<file path="src/rtl/alu8_sreg.sv">
module alu8_sreg (
  input  logic       clk,
  input  logic       rst_n,
  input  logic       go,
  input  logic [4:0] op,
  input  logic [7:0] opa,
  input  logic [7:0] opb,
  input  logic [5:0] imm,
  output logic [7:0] res,
  output logic       res_we,
  output logic       res_hi,
  output logic       busy,
  output logic [7:0] sreg
);
  localparam logic [4:0] OP_ADD  = 5'd0;
  localparam logic [4:0] OP_ADC  = 5'd1;
  localparam logic [4:0] OP_SUB  = 5'd2;
  localparam logic [4:0] OP_SBC  = 5'd3;
  localparam logic [4:0] OP_CP   = 5'd4;
  localparam logic [4:0] OP_CPC  = 5'd5;
  localparam logic [4:0] OP_AND  = 5'd6;
  localparam logic [4:0] OP_OR   = 5'd7;
  localparam logic [4:0] OP_XOR  = 5'd8;
  localparam logic [4:0] OP_COM  = 5'd9;
  localparam logic [4:0] OP_NEG  = 5'd10;
  localparam logic [4:0] OP_INC  = 5'd11;
  localparam logic [4:0] OP_DEC  = 5'd12;
  localparam logic [4:0] OP_CLR  = 5'd13;
  localparam logic [4:0] OP_WADD = 5'd14;
  localparam logic [4:0] OP_WSUB = 5'd15;
  localparam logic [4:0] OP_BSET = 5'd16;
  localparam logic [4:0] OP_BCLR = 5'd17;
  localparam int FC = 0, FZ = 1, FN = 2, FV = 3, FS = 4, FH = 5;

  logic [7:0] st, nst, ax, ay, ar, lr, whi;
  logic [8:0] a9;
  logic       ac, as, aco, ah, av;
  logic       wbusy, wsub, wcar, wloz;

  wire start   = go && !wbusy;
  wire is_word = (op == OP_WADD) || (op == OP_WSUB);

  assign busy = wbusy;
  assign sreg = st;

  always_comb begin
    ax = opa; ay = opb; ac = 1'b0; as = 1'b0;
    if (wbusy) begin
      ax = whi; ay = 8'h00; ac = wcar; as = wsub;
    end else begin
      case (op)
        OP_ADC:         ac = st[FC];
        OP_SUB, OP_CP:  as = 1'b1;
        OP_SBC, OP_CPC: begin as = 1'b1; ac = st[FC]; end
        OP_NEG:         begin ax = 8'h00; ay = opa; as = 1'b1; end
        OP_INC:         ay = 8'h01;
        OP_DEC:         begin ay = 8'h01; as = 1'b1; end
        OP_WADD:        ay = {2'b00, imm};
        OP_WSUB:        begin ay = {2'b00, imm}; as = 1'b1; end
        default: ;
      endcase
    end
  end

  assign a9  = as ? ({1'b0, ax} - {1'b0, ay} - {8'h00, ac})
                  : ({1'b0, ax} + {1'b0, ay} + {8'h00, ac});
  assign ar  = a9[7:0];
  assign aco = a9[8];
  assign ah  = as ? ((~ax[3] & ay[3]) | (ay[3] & ar[3]) | (ar[3] & ~ax[3]))
                  : ((ax[3] & ay[3]) | (ay[3] & ~ar[3]) | (~ar[3] & ax[3]));
  assign av  = as ? ((ax[7] & ~ay[7] & ~ar[7]) | (~ax[7] & ay[7] & ar[7]))
                  : ((ax[7] & ay[7] & ~ar[7]) | (~ax[7] & ~ay[7] & ar[7]));

  always_comb begin
    case (op)
      OP_AND:  lr = opa & opb;
      OP_OR:   lr = opa | opb;
      OP_XOR:  lr = opa ^ opb;
      OP_COM:  lr = ~opa;
      default: lr = 8'h00;
    endcase
  end

  always_comb begin
    res = ar; res_we = 1'b0; res_hi = 1'b0; nst = st;
    if (wbusy) begin
      res_we  = 1'b1;
      res_hi  = 1'b1;
      nst[FC] = aco;
      nst[FZ] = wloz & (ar == 8'h00);
      nst[FN] = ar[7];
      nst[FV] = av;
      nst[FS] = ar[7] ^ av;
    end else if (go) begin
      case (op)
        OP_ADD, OP_ADC, OP_SUB, OP_SBC, OP_CP, OP_CPC, OP_NEG: begin
          res_we  = (op != OP_CP) && (op != OP_CPC);
          nst[FC] = aco;
          nst[FH] = ah;
          nst[FV] = av;
          nst[FN] = ar[7];
          nst[FS] = ar[7] ^ av;
          nst[FZ] = (op == OP_SBC || op == OP_CPC) ? (st[FZ] & (ar == 8'h00))
                                                    : (ar == 8'h00);
        end
        OP_AND, OP_OR, OP_XOR, OP_COM, OP_CLR: begin
          res     = lr;
          res_we  = 1'b1;
          nst[FV] = 1'b0;
          nst[FN] = lr[7];
          nst[FS] = lr[7];
          nst[FZ] = (lr == 8'h00);
          if (op == OP_COM) nst[FC] = 1'b1;
        end
        OP_INC, OP_DEC: begin
          res_we  = 1'b1;
          nst[FV] = av;
          nst[FN] = ar[7];
          nst[FS] = ar[7] ^ av;
          nst[FZ] = (ar == 8'h00);
        end
        OP_WADD, OP_WSUB: res_we = 1'b1;
        OP_BSET: nst[imm[2:0]] = 1'b1;
        OP_BCLR: nst[imm[2:0]] = 1'b0;
        default: ;
      endcase
    end
  end

  always_ff @(posedge clk or negedge rst_n) begin
    if (!rst_n) begin
      st <= 8'h00; wbusy <= 1'b0; wsub <= 1'b0; wcar <= 1'b0; wloz <= 1'b0; whi <= 8'h00;
    end else begin
      st    <= nst;
      wbusy <= start && is_word;
      if (start && is_word) begin
        whi  <= opb;
        wsub <= (op == OP_WSUB);
        wcar <= aco;
        wloz <= (ar == 8'h00);
      end
    end
  end

  assert_cmp_nowrite_R2: assert property (@(posedge clk) disable iff (!rst_n)
    (start && (op == OP_CP || op == OP_CPC)) |-> !res_we);
  assert_cpc_zsticky_R3: assert property (@(posedge clk) disable iff (!rst_n)
    (start && op == OP_CPC && !sreg[FZ]) |=> !sreg[FZ]);
  assert_logic_keep_R4: assert property (@(posedge clk) disable iff (!rst_n)
    (start && (op == OP_AND || op == OP_OR || op == OP_XOR)) |=>
    (sreg[FC] == $past(sreg[FC]) && sreg[FH] == $past(sreg[FH]) && !sreg[FV]));
  assert_com_carry_R6: assert property (@(posedge clk) disable iff (!rst_n)
    (start && op == OP_COM) |=> sreg[FC]);
  assert_pair_second_R7: assert property (@(posedge clk) disable iff (!rst_n)
    (start && is_word) |=> (busy && res_hi && res_we));
  assert_busy_single_R8: assert property (@(posedge clk) disable iff (!rst_n)
    busy |=> !busy);
  assert_undef_hold_R10: assert property (@(posedge clk) disable iff (!rst_n)
    (start && op > OP_BCLR) |=> $stable(sreg));
endmodule

</file>
<file path="config.mk">
export PLATFORM = sky130hd
export DESIGN_NAME = alu8_sreg
export DESIGN_NICKNAME = d
export VERILOG_FILES = /design/src/rtl/alu8_sreg.sv
export SDC_FILE = /design/constraint.sdc
export NUM_CORES = 1
export LEC_CHECK = 0
export BUFFER_PORTS_ARGS = -buffer_cell sky130_fd_sc_hd__buf_2
export CORE_ASPECT_RATIO = 1.5
export CORE_UTILIZATION = 59
export CTS_CLUSTER_SIZE = 24
export DETAILED_ROUTE_END_ITERATION = 7
export PLACE_DENSITY_LB_ADDON = 0.12
export SYNTH_ARGS = -nofsm -noshare
export SYNTH_HDL_FRONTEND = slang
export SYNTH_SLANG_ARGS = --single-unit
</file>
<file path="constraint.sdc">
create_clock -name clk -period 5.12 [get_ports clk]
set_clock_uncertainty 0.2 [all_clocks]
set_input_delay 0.768 -clock clk [delete_from_list [all_inputs] [get_ports clk]]
set_output_delay 0.768 -clock clk [all_outputs]
set_load 0.01 [all_outputs]
</file>
## Word level (Yosys, flattened, before mapping)

Cells that the tools add are included.

- Flip-flop bits (word level): 20
- Input port bits: 30

- $add $sub $neg: 4
- $lt $le $gt $ge: 2
- Equal/unequal tests: 20
- Muxes and demuxes: 29
- Bitwise gates (word level): 36
- Reduce and logical (&&, ||, !) cells: 26

Operator list:

| kind | number |
|---|---|
| 2-to-1 mux 8 bit | 6 |
| equality test 5 x 4 -> 1 bit (second input constant) | 8 |
| case mux 8 bit (4 select lines) | 1 |
| case mux 8 bit (3 select lines) | 1 |
| equality test 5 x 3 -> 1 bit (second input constant) | 4 |
| case mux 4 bit (5 select lines) | 1 |
| bitwise AND 1 bit | 16 |
| bitwise AND 8 bit | 2 |
| logical NOT 8 bit | 2 |
| inverter 8 bit | 2 |
| bitwise OR 8 bit | 2 |
| OR reduction 7 bit | 2 |
| 2-to-1 mux 1 bit | 12 |
| equality test 5 x 2 -> 1 bit (second input constant) | 2 |
| equality test 5 bit (second input constant) | 2 |
| 2-to-1 mux 5 bit | 2 |
| inequality test 5 x 3 -> 1 bit (second input constant) | 2 |
| adder 8 x 8 -> 9 bit | 1 |
| adder 9 x 1 -> 9 bit | 1 |
| 2-to-1 mux 9 bit | 1 |
| AND reduction 3 bit | 3 |
| OR reduction 9 bit | 1 |
| subtractor 8 x 8 -> 9 bit | 1 |
| subtractor 9 x 1 -> 9 bit | 1 |
| other kinds (25) | 41 |

## Logic depth before layout (Yosys ltp)

Gate-level depths: netlist of the first run.

- Depth in word-level cells: 15
- Gate-level depth with buffers: 18

## Worst setup path before layout of the first run

Ideal clock, no wire load.

- Path type: input port to output port
- From: input op[1]
- To: output res[7]
- Arrival time: 3.784 ns
- Required time: 4.152 ns
- Setup slack: 0.368 ns
- Cell stages on the path: 15
- Path buffers: 1
- Cells stage by stage: buf_4 or3b_2 nor2_4 a222oi_1 nor2_1 ha_1 inv_1 ha_1 nand3_1 o21ai_0 a2111oi_2 nor2_1 xor2_2 mux2i_1 o21ai_0

- Cells in the longest elaborated chain, start to end: 10

RTL lines:

| element | RTL line | RTL |
|---|---|---|
| from (decl) | 5 | `input logic [4:0] op,` |
| equality test 5 x 4 -> 1 bit | 51 | `case (op)` |
| OR reduction 2 bit (no source line) | -- |  |
| case mux 8 bit (3 select lines) | 51 |  |
| 2-to-1 mux 8 bit | 48 | `if (wbusy) begin` |
| adder 8 x 8 -> 9 bit / subtractor 8 x 8 -> 9 bit (equally long branches) | 66, 65 |  |
| adder 9 x 1 -> 9 bit / subtractor 9 x 1 -> 9 bit (equally long branches) | 66, 65 |  |
| 2-to-1 mux 9 bit | 65 | `assign a9 = as ? ({1'b0, ax} - {1'b0, ay} - {8'h00, ac})` |
| 2-to-1 mux 8 bit | 95 | `case (op)` |
| 2-to-1 mux 8 bit | 94 | `end else if (go) begin` |
| 2-to-1 mux 8 bit * | 86 | `if (wbusy) begin` |
| to (decl) | 9 | `output logic [7:0] res,` |

Every way passes the cells marked *; elsewhere a longest branch is shown, timed or not.

## Worst setup path in the final report of the first run

- From: input op[2]
- To: output res[6]

Same word-level chain as after synthesis.

==> results of run 1 <==
-- registers in the layout, indices dropped and copies added, names as in the netlist, named ones only --
signal,count
whi,8
busy,1
wloz,1
sreg,6
wcar,1
wsub,1
-- power groups by stage --
stage          Combinational [mW]  Sequential, mW  Clock, mW
2_1_floorplan               0.290           0.216          0
3_3_place_gp                0.435           0.212          0
3_5_place_dp                0.444           0.214          0
4_1_cts                     0.448           0.210      0.173
5_1_grt                     0.522           0.215      0.177
6_report                    0.478           0.211      0.171
-- logic make-up (layout without fill, tap and decap cells) --
kind of cell / after synthesis / in the layout / synth area share
AND/OR/NAND/NOR: 148 / 148 / 0.222
AO/OA/AOI/OAI: 132 / 132 / 0.263
buffers and inverters: 69 / 125 / 0.0889
adder cells (fa/ha/maj): 42 / 42 / 0.176
flip-flops: 20 / 20 / 0.159
multiplexers: 17 / 17 / 0.0554
XOR/XNOR: 12 / 12 / 0.0359
-- stage by stage --
step	instance area, µm²	power [mW]	setup WS (ns)	TNS, ns
after floorplan	3140	0.505	0.368	0
after global placement	3550	0.647	0.141	0
after detailed placement	3550	0.658	0.0991	0
after CTS	3620	0.831	0.0926	0
after global routing	3700	0.914	-0.0683	-0.0857
final	3700	0.860	0.0921	0
-- worst paths after layout --
path	start	endpoint	slack, ns	cells past startpoint
max	op[2]	res[6]	0.09	15
min	rst_n	whi[0]	0.27	1
max reg2reg	busy	sreg[3]	0.95	11
min reg2reg	whi[6]	whi[6]	0.29	2
max in group asynchronous	rst_n	whi[4]	4.09	1
min in group clk	whi[6]	whi[6]	0.29	2
-- layout by cell type (no fill, tap or decap), types with 5 or more instances in the layout --
cell	netlist	layout
dfrtp_1	20	20
nor2_1	26	26
buf_4	3	28
inv_1	44	43
o31ai_1	5	5
ha_1	37	34
mux2i_1	14	13
nand3_1	8	8
o21ai_0	56	54
buf_2	7	48
o21ai_1	4	6
o22ai_1	10	10
xnor2_1	6	5
nand2_1	70	69
a21oi_1	24	24
xor2_1	5	5
nor3_1	10	10
-- per-layer routing --
layer,share of wire,vias up,global-route usage
li1,-,1650,-
met1,0.39,1569,0.389
met2,0.49,174,0.603
met3,0.067,42,0.0413
met4,0.058,0,0.204
met5,0,-,0
-- area by class of cell --
type                       count  share of cell area
multi-input combinational    351               0.655
sequential                    20               0.135
timing repair buffer          76               0.122
inverter                      45              0.0456
tap                           68              0.0230
clock buffer                   3              0.0112
clock inverter                 1             0.00811
-- repair_timing --
action,4_1_cts,5_1_grt
endpoints found under the setup margin,0,2
buffers inserted,0,2
hold endpoints to repair,0,0
resized for setup,0,12
==> flow_metrics.tcl, run 1 <==
set metrics [dict create \
    status "finished, final reports clean" \
    final_hold_viol_count 0 \
    overflow 0 \
    clkTransAtPathRegs_ns 0.09 \
    synth_cell_type_count 62 \
    p_seq_frac 0.245 \
    drt_iter0_drc 283 \
    layout-drive-gt1-share 0.212 \
    synth_flop_cell "dfrtp_1" \
    path_class "input pin to output pin" \
    p_switching_mw 0.358 \
    placedCellCount 558 \
    synth.avg_cell_area_um2 7.13 \
    grt_util_all_layers 0.350 \
    yosys.area.top_type_share 0.159 \
    insertion_delay_ns 0.28 \
    vias 3435 \
    relSlewSlack 0.389 \
    yosys.area.top_type "dfrtp_1" \
    die_y_um 91.3 \
    setup_viol_count_final 0 \
    ant_nets 0 \
    drt-total-wl_mm 9.55 \
    p_sw_frac 0.416 \
    slew_viol_final 0 \
    cts_tree "built" \
    worstMarginPinSlew_ns 0.917 \
    syn_nets 511 \
    initial_core_util 0.613 \
    grt_start_max_net_pins 26 \
    clock_sinks 20 \
    crit_slowest_cell "or3b_2" \
    ios 49 \
    gp_congestion 0.980 \
    synth_area_um2 3140 \
    yosys_warnings 0 \
    grt_pass1_wl_mm 14.8 \
    max_freq_ghz 0.199 \
    seq_area_um2 500 \
    path_cells "buf_2 -> or3b_2 -> nor2_4 -> buf_4 -> a222oi_1 -> nor2_1 -> ha_1 -> inv_1 -> ha_1 -> a2111oi_1 -> nor2_1 -> xor2_1 -> mux2i_1 -> o21ai_0 -> buf_2" \
    nNetsFinal 568 \
    finalNonFillerCells 564 \
    required_ns 4.15 \
    vdd_ir_drop_max_mv 0.124 \
    rows 32 \
    cp-start-kind "input pin" \
    period_share 0.982 \
    clkPwrFrac 0.199 \
    path_delay_family "simple AND/OR/NAND/NOR gates" \
    yosysSeqAreaShare 0.159 \
    core_area_um2 5120 \
    p_leak_nw 1.77 \
    end_kind "output pin" \
    yosys-top-cells-count "nand2_1, o21ai_0, inv_1" \
    dr.pass1.iters 6 \
    path_buf_inv 4 \
    synth_edf_count 0 \
    ctsHoldBuffers 0 \
    wl_per_cell_um 16.9 \
    port_buffers 48 \
    synthTopCellsByArea "dfrtp_1, ha_1, o21ai_0" \
    max_cap_viol_count 0 \
    cell_internal_pwr_mw 0.502 \
    die-area_um2 5620 \
    area_growth_pct 17.9 \
    antenna_found_initial 0 \
    period_minus_slack_ns 5.03 \
    pwr-share-comb 0.555 \
    crit_arrival_ns 4.06 \
    final_core_util 0.722 \
    first_global_vias 3249 \
    cts_buffers 3 \
    die_width_um 61.6 \
    place_hpwl_mm 7.36 \
    htreeDepth 1 \
    power_density_nw_per_um2 232 \
    vias_per_cell 6.09 \
    yosysMostFrequentCell "nand2_1" \
    n_fill_cell 441 \
    clk_path_buf_depth 2 \
    critPathMaxStageDelay_ns 0.52 \
    ys_ff_latch 20 \
    drc 0 \
    async_flop_share 1.00 \
    hold_ws_ns 0.267 \
    multi_input_area_um2 2420 \
    num_antenna_cells 0 \
    grt_setup_unrepaired "true" \
    syn_inst 440 \
    min_path_type "input pin to async pin" \
    cts_root_buffer "clkbuf_8" \
    crit_path_max_fanout 7 \
]
Note: power is estimated with default switching activity, not from simulation.
==> run 2: changes to the inputs <==
CORE_UTILIZATION = 47   (was 59)
==> run 2 against run 1 <==
Compared with the run above:
- design area decreased by 1.2%
- highest routed layer unchanged
- largest power group unchanged
- count of clock-buffer cells in the layout unchanged
- critical path depth did not move
- worst setup slack better by 0.036 ns
==> flow_metrics.tcl, run 2 (same netlist as run 1, synthesis figures left out) <==
set metrics [dict create \
    drt-total-wl_mm 9.48 \
    dr.pass1.iters 5 \
    placedCellCount 560 \
    vias 3283 \
    drt_iter0_drc 209 \
    critPathMaxStageDelay_ns 0.54 \
    period_share 0.975 \
    final_common_cell "nand2_1" \
    antenna_found_initial 0 \
    cp-start-kind "input pin" \
    crit_slowest_cell "or4_1" \
    period_minus_slack_ns 4.99 \
    power_density_nw_per_um2 233 \
    first_global_vias 3069 \
    die_y_um 102 \
    setup_viol_count_final 0 \
    crit_path_max_fanout 8 \
    placed_area_um2 3510 \
    die-area_um2 7020 \
    largest_register "whi" \
    clkTransAtPathRegs_ns 0.09 \
    clock_sinks 20 \
    final_hold_viol_count 0 \
    wl_per_cell_um 16.7 \
    port_buffers 48 \
    grt_start_max_net_pins 29 \
    cts_root_buffer "clkbuf_8" \
    ant_nets 0 \
    layout_common_cells "nand2_1, o21ai_0, buf_2" \
    cts_tree "built" \
    overflow 0 \
    drc 0 \
    place_hpwl_mm 7.60 \
    cts_buffers 3 \
    grt_util_all_layers 0.283 \
    p_leak_nw 1.74 \
    die_width_um 68.7 \
    max_freq_ghz 0.200 \
    initial_core_util 0.484 \
    path_class "input pin to output pin" \
    largest_reg_flops 8 \
    path_delay_family "compound AO/OA/AOI/OAI gates" \
    vdd_ir_drop_max_mv 0.113 \
    path_cells "buf_2 -> and2b_2 -> o21ai_1 -> buf_4 -> a222oi_1 -> nor2_1 -> ha_1 -> inv_1 -> ha_1 -> or4_1 -> o21ai_0 -> xnor2_1 -> a21oi_1 -> o21ai_1 -> buf_2" \
    vias_per_cell 5.80 \
    ios 49 \
    gp_congestion 0.920 \
    layout-drive-gt1-share 0.206 \
    crit_arrival_ns 4.02 \
    fin_tns_setup_ns 0 \
    htreeDepth 1 \
    num_antenna_cells 0 \
    hold_ws_ns 0.258 \
    status "finished, final reports clean" \
    required_ns 4.15 \
    worstMarginPinSlew_ns 0.937 \
    min_path_type "input pin to async pin" \
    slew_viol_final 0 \
    max_cap_viol_count 0 \
    clk_path_buf_depth 2 \
    path_buf_inv 4 \
    n_fill_cell 645 \
    nNetsFinal 562 \
    rows 36 \
    relSlewSlack 0.375 \
    core_area_um2 6490 \
    end_kind "output pin" \
    grt_pass1_wl_mm 14.7 \
    finalNonFillerCells 566 \
    area_growth_pct 16.5 \
    insertion_delay_ns 0.27 \
    design_area_um2 3660 \
]
run 2: changes by cell type in the layout (fill, tap and decap cells not counted), moves of 2 or more:
cell / previous run / this run
ha_4: 3 / 0
o21ai_2: 0 / 2
buf_4: 28 / 22
ha_1: 34 / 36
run 2: worst paths after layout:
kind | startpoint | end | slack, ns | cells past startpoint
max | op[4] | res[5] | 0.13 | 15
min | rst_n | sreg[1] | 0.26 | 1
max reg2reg | busy | sreg[3] | 0.92 | 14
min reg2reg | whi[4] | whi[4] | 0.29 | 2
max in group asynchronous | rst_n | whi[7] | 4.11 | 1
min in group clk | whi[4] | whi[4] | 0.29 | 2
run 2: stage by stage:
stage / util / setup slack [ns] / total power [mW]
global placement: 0.542 / 0.0457 / 0.652
global route: 0.564 / -0.0786 / 0.911
detailed placement: 0.542 / -0.0215 / 0.658
finish: 0.564 / 0.128 / 0.852
CTS: 0.555 / 0.00382 / 0.830
floorplan: - / 0.368 / 0.505
run 2: routing by layer:
layer	part of all wire	GRT usage
met1	0.39	0.317
met2	0.53	0.517
met3	0.043	0.0368
met4	0.033	0.124
met5	0	0
run 2: area by class of cell:
| type | count | area, µm² | area share |
|---|---|---|---|
| Clock buffer | 3 | 41.3 | 0.0113 |
| Clock inverter | 1 | 30.0 | 0.00821 |
| Inverter | 45 | 169 | 0.0462 |
| Multi-Input combinational cell | 351 | 2420 | 0.661 |
| Sequential cell | 20 | 500 | 0.137 |
| Tap cell | 76 | 95.1 | 0.0260 |
| Timing Repair Buffer | 70 | 405 | 0.111 |
run 2: power by group:
part / internal, mW / leakage [nW] / switching [mW]
Sequential: 0.189 / 0.256 / 0.0230
Clock: 0.105 / 0.0357 / 0.0678
Combinational: 0.202 / 1.45 / 0.265
Total: 0.496 / 1.74 / 0.356
run 2: repair_timing:
action | 4_1_cts | 5_1_grt
hold buffers | 0 | 0
hold endpoints to repair | 0 | 0
gates resized for setup | 1 | 15
pin swaps | 1 | 5
setup buffers | 1 | 1
setup endpoints to repair | 2 | 4
